**config.mk**
```make
export PLATFORM = sky130hd
export DESIGN_NAME = tod_alarm_match
export DESIGN_NICKNAME = d
export VERILOG_FILES = /design/src/rtl/tod_alarm_pkg.sv /design/src/rtl/tod_field_cmp.sv /design/src/rtl/tod_alarm_unit.sv /design/src/rtl/tod_alarm_match.sv
export SDC_FILE = /design/constraint.sdc
export NUM_CORES = 1
export LEC_CHECK = 0
export ABC_AREA = 1
export BUFFER_PORTS_ARGS = -buffer_cell sky130_fd_sc_hd__buf_2
export CAP_MARGIN = 0
export CORE_AREA = 3 3 79 51
export DETAILED_ROUTE_END_ITERATION = 7
export DIE_AREA = 0 0 82 54
export PLACE_DENSITY = 0.79
export SYNTH_ARGS = -nofsm -noshare
export SYNTH_HDL_FRONTEND = slang
export SYNTH_SLANG_ARGS = --single-unit
```
**constraint.sdc**
```tcl
create_clock -name vclk -period 0.8
set_input_delay 0.04 -clock vclk [all_inputs]
set_output_delay 0.04 -clock vclk [all_outputs]
set_load 0.02 [all_outputs]
```
**src/rtl/tod_alarm_pkg.sv**
```systemverilog
package tod_alarm_pkg;
  localparam int BYTE_W  = 8;
  localparam int TIME_W  = 7;   // compared bits of sec/min/hour
  localparam int DAY_W   = 6;   // compared bits of day/date
  localparam int MASK_B  = 7;
  localparam int SEL_B   = 6;

  typedef enum logic {DAY_TGT_DATE = 1'b0, DAY_TGT_WEEKDAY = 1'b1} day_tgt_e;
endpackage

```
**src/rtl/tod_field_cmp.sv**
```systemverilog
module tod_field_cmp #(
  parameter int W = 7
) (
  input  logic [W-1:0] alarm_val,
  input  logic [W-1:0] now_val,
  input  logic         masked,
  output logic         field_ok
);
  logic [W-1:0] bit_eq;

  for (genvar i = 0; i < W; i++) begin : g_bit
    assign bit_eq[i] = ~(alarm_val[i] ^ now_val[i]);
  end

  assign field_ok = masked | (&bit_eq);
endmodule

```
**src/rtl/tod_alarm_unit.sv**
```systemverilog
module tod_alarm_unit
  import tod_alarm_pkg::*;
#(
  parameter bit HAS_SEC = 1'b1
) (
  input  logic [BYTE_W-1:0] now_sec,
  input  logic [BYTE_W-1:0] now_min,
  input  logic [BYTE_W-1:0] now_hour,
  input  logic [BYTE_W-1:0] now_wday,
  input  logic [BYTE_W-1:0] now_mday,
  input  logic [BYTE_W-1:0] cfg_sec,
  input  logic [BYTE_W-1:0] cfg_min,
  input  logic [BYTE_W-1:0] cfg_hour,
  input  logic [BYTE_W-1:0] cfg_day,
  output logic              unit_match
);
  logic             sec_ok, min_ok, hour_ok, day_ok;
  logic [DAY_W-1:0] day_target;
  day_tgt_e         tgt;

  if (HAS_SEC) begin : g_sec_field
    tod_field_cmp #(.W(TIME_W)) u_sec (
      .alarm_val (cfg_sec[TIME_W-1:0]),
      .now_val   (now_sec[TIME_W-1:0]),
      .masked    (cfg_sec[MASK_B]),
      .field_ok  (sec_ok)
    );
  end else begin : g_sec_zero
    logic [BYTE_W-1:0] unused_cfg_sec;
    assign unused_cfg_sec = cfg_sec;
    assign sec_ok = (now_sec[TIME_W-1:0] == '0);
  end

  tod_field_cmp #(.W(TIME_W)) u_min (
    .alarm_val (cfg_min[TIME_W-1:0]),
    .now_val   (now_min[TIME_W-1:0]),
    .masked    (cfg_min[MASK_B]),
    .field_ok  (min_ok)
  );

  tod_field_cmp #(.W(TIME_W)) u_hour (
    .alarm_val (cfg_hour[TIME_W-1:0]),
    .now_val   (now_hour[TIME_W-1:0]),
    .masked    (cfg_hour[MASK_B]),
    .field_ok  (hour_ok)
  );

  always_comb begin
    tgt = day_tgt_e'(cfg_day[SEL_B]);
    if (tgt == DAY_TGT_WEEKDAY) day_target = now_wday[DAY_W-1:0];
    else                        day_target = now_mday[DAY_W-1:0];
  end

  tod_field_cmp #(.W(DAY_W)) u_day (
    .alarm_val (cfg_day[DAY_W-1:0]),
    .now_val   (day_target),
    .masked    (cfg_day[MASK_B]),
    .field_ok  (day_ok)
  );

  assign unit_match = sec_ok & min_ok & hour_ok & day_ok;

  logic unused_hi;
  assign unused_hi = now_sec[BYTE_W-1] ^ now_min[BYTE_W-1] ^ now_hour[BYTE_W-1]
                   ^ (^now_wday[BYTE_W-1:DAY_W]) ^ (^now_mday[BYTE_W-1:DAY_W]);
endmodule

```
**src/rtl/tod_alarm_match.sv**
```systemverilog
module tod_alarm_match
  import tod_alarm_pkg::*;
#(
  parameter bit OUT_STAGE = 1'b0
) (
  input  logic       clk,
  input  logic       rst_n,
  input  logic       sec_tick,
  input  logic [7:0] now_sec,
  input  logic [7:0] now_min,
  input  logic [7:0] now_hour,
  input  logic [7:0] now_wday,
  input  logic [7:0] now_mday,
  input  logic [7:0] alm1_sec,
  input  logic [7:0] alm1_min,
  input  logic [7:0] alm1_hour,
  input  logic [7:0] alm1_day,
  input  logic [7:0] alm2_min,
  input  logic [7:0] alm2_hour,
  input  logic [7:0] alm2_day,
  output logic       alm1_hit,
  output logic       alm2_hit
);
  logic match1, match2;
  logic req1, req2;

  tod_alarm_unit #(.HAS_SEC(1'b1)) u_alarm1 (
    .now_sec (now_sec), .now_min (now_min), .now_hour (now_hour),
    .now_wday(now_wday), .now_mday(now_mday),
    .cfg_sec (alm1_sec), .cfg_min (alm1_min), .cfg_hour (alm1_hour),
    .cfg_day (alm1_day), .unit_match (match1)
  );

  tod_alarm_unit #(.HAS_SEC(1'b0)) u_alarm2 (
    .now_sec (now_sec), .now_min (now_min), .now_hour (now_hour),
    .now_wday(now_wday), .now_mday(now_mday),
    .cfg_sec (8'h00), .cfg_min (alm2_min), .cfg_hour (alm2_hour),
    .cfg_day (alm2_day), .unit_match (match2)
  );

  // strobe gating: evaluation only on the update
  always_comb begin
    req1 = sec_tick & match1;
    req2 = sec_tick & match2;
  end

  if (OUT_STAGE) begin : g_staged
    logic hit1_q, hit2_q;
    logic hit1_d, hit2_d;

    always_comb begin
      hit1_d = req1;
      hit2_d = req2;
    end

    always_ff @(posedge clk or negedge rst_n) begin
      if (!rst_n) begin
        hit1_q <= 1'b0;
        hit2_q <= 1'b0;
      end else begin
        hit1_q <= hit1_d;
        hit2_q <= hit2_d;
      end
    end

    assign alm1_hit = hit1_q;
    assign alm2_hit = hit2_q;

    a_r1_staged_needs_tick: assert property (@(posedge clk) disable iff (!rst_n)
      (alm1_hit || alm2_hit) |-> $past(sec_tick));
  end else begin : g_direct
    assign alm1_hit = req1;
    assign alm2_hit = req2;

    a_r1_hit_needs_tick: assert property (@(posedge clk) disable iff (!rst_n)
      (alm1_hit || alm2_hit) |-> sec_tick);

    a_r6_a2_sec_zero: assert property (@(posedge clk) disable iff (!rst_n)
      alm2_hit |-> (now_sec[6:0] == 7'd0));

    a_r2_every_second: assert property (@(posedge clk) disable iff (!rst_n)
      (sec_tick && alm1_sec[7] && alm1_min[7] && alm1_hour[7] && alm1_day[7]) |-> alm1_hit);

    a_r3_sec_agrees: assert property (@(posedge clk) disable iff (!rst_n)
      (alm1_hit && !alm1_sec[7]) |-> (alm1_sec[6:0] == now_sec[6:0]));
  end
endmodule

```
==> impl_metrics.csv <==
group,metric,value,unit
critical_path,path_cells,"buf_2 -> xor2_1 -> nor2_1 -> nand2_1 -> o21bai_1 -> nand3_1 -> nor2_4 -> buf_6",
layout,clkbuf_count,0,
power,leakage,1.09,nW
logic_synthesis,synth_cell_types,13,
grt,grt-ovfl-total,0,
power,p_per_area,473,nW/µm²
placed_design,place_inst,358,
route,first_iter_violations,27,
placed_design,hpwl,3.09,mm
critical_path,critPathLaunch,"now_hour[0]",
die,dieArea,4430,µm²
layout,seq_cell_count,0,
logic_synthesis,synth_area,988,µm²
sta,rsz0062_at_grt,"yes",
die,core_area,3280,µm²
sta,worst_pin_slew,0.226,ns
critical_path,critPathArrivalTime,0.99,ns
die,die_height,54,µm
layout,final_common_cell,"nand2_1",
critical_path,slowest_delay,0.16,ns
route,vias,1517,
layout,layout_common_cells,"96 x nand2_1, 78 x buf_2, 34 x inv_1",
logic_synthesis,syn_nets,319,
sta,hold_slack,0.477,ns
placed_design,portBuffers,92,
layout,nNetsFinal,414,
power,finalPower,0.812,mW
layout,fin_util,52.2,%
critical_path,critPathLaunchType,"primary input",
route,ant_nets,0,
worst_hold_path,min_from,"now_sec[1]",
die,die_w,82,µm
grt,grt_antenna_before_repair,0,
critical_path,cp_top_family,"simple AND/OR/NAND/NOR gates",
grt,grt_pass1_wl,5.31,mm
critical_path,path_class,"in -> out",
grt,grt_pass1_vias,1353,
layout,n_antenna_cell,0,
grt,grt_use_total,14.8,%
sta,maxSlewHeadroom,84.8,%
critical_path,worstPathRequired,0.76,ns
layout,register_area,0,µm²
sta,period_share,128,%
critical_path,slowest_stage,"xor2_1",
route,routedWlPerCell,10.2,µm
grt,grt_max_degree,8,
route,drc,0,
run,maxCapViolCount,0,
logic_synthesis,netlist_instances,220,
route,via_per_inst,4.24,
placed_design,place.gp.congestion,0.934,
status,violations,"negative setup slack",
sta,finalWorstSetupSlack,-0.226,ns
power,ir_drop,0.188,mV
layout,layout.cells.non_filler,358,
clock_network,ctsHoldBuffers,0,
sta,report.final.slew_viol_count,0,
die,start_util,30.1,%
logic_synthesis,synth_warnings,0,
sta,hold_viol_final,0,
critical_path,endpoint_kind,"primary output",
route,firstDrtPassIters,4,
die,ios,101,
layout,syn_to_final_growth,73.5,%
route,routed_wl,3.63,mm
die,rows,16,
layout,final_layout_size_suffix_gt1_share,40.3,%
worst_hold_path,hold_class,"in -> out",
sta,setup_viol,2,
logic_synthesis,ys_seq_area_share,0,%
sta,min_period,1.03,ns
clock_network,post_cts_buffers,0,
critical_path,crit_fanout,3,
sta,final.setup.tns,-0.419,ns
critical_path,critPathBufInv,2,
sta,fmax,974,MHz
logic_synthesis,avgSynthCellArea,4.49,µm²
status,status,"complete, but fails checks",
[final cells by class]
type / count / area, µm²
Inverter: 42 / 168
Tap cell: 45 / 56.3
Multi-Input combinational cell: 178 / 920
Timing Repair Buffer: 93 / 572
Fill cell: 362 / 1570
[worst paths after layout]
kind	slack [ns]	to	cells after the start
min	0.48	alm2_hit	5
max	-0.23	alm2_hit	8
[kinds of logic (layout without fill, tap and decap cells)]
| kind of cell | after synthesis | count (layout) | share of synthesized area [%] |
|---|---|---|---|
| buf+inv | 42 | 135 | 15.9 |
| compound gates | 5 | 5 | 3.04 |
| simple gates | 151 | 151 | 61.5 |
| xor+xnor | 22 | 22 | 19.5 |
[timing repair]
action                                  4_1_cts  5_1_grt
pin swaps                                    25       15
gates resized for setup                      31       24
endpoints found under the setup margin        2        2
hold endpoints to repair                      0        0
[layer usage]
metal / GRT usage, % / part of all wire [%] / routed length, µm
met1: 18.2 / 42 / 1520
met2: 29.2 / 46 / 1690
met3: 2.01 / 12 / 431
met4: 0 / 0 / 0
met5: 0 / 0 / 0
[metrics by stage]
step | instance area [µm²] | setup WS [ns]
2_1_floorplan | 1000 | 0.0251
3_3_place_gp | 1530 | -0.330
6_report | 1720 | -0.226
5_1_grt | 1720 | -0.324
3_5_place_dp | 1530 | -0.340
4_1_cts | 1640 | -0.247
[worst min-delay path: stages]
cell and delay [ns]:
buf_6 0.08, nor4_2 0.04, nand3_1 0.11, nor2_4 0.04, buf_6 0.12
[power breakdown]
group	leakage [nW]	switching (mW)	total [mW]	internal, mW
registers	0	0	0	0
logic	1.09	0.392	0.812	0.420
clock network	0	0	0	0
[synthesized netlist by cell type]
| master | number | area share [%] |
|---|---|---|
| nand2_1 | 110 | 42 |
| nand3b_1 | 6 | 4.6 |
| o21ai_1 | 2 | 1.0 |
| xor2_1 | 9 | 8.0 |
| inv_1 | 40 | 15 |
| nand4_1 | 1 | 0.63 |
| inv_2 | 2 | 0.76 |
| xnor2_1 | 13 | 12 |
| a21oi_1 | 1 | 0.51 |
| nor2_1 | 22 | 8.4 |
| o21bai_1 | 2 | 1.5 |
| nor4_1 | 1 | 0.63 |
| nand3_1 | 11 | 5.6 |
No activity file was read; power rests on OpenSTA's default activity.
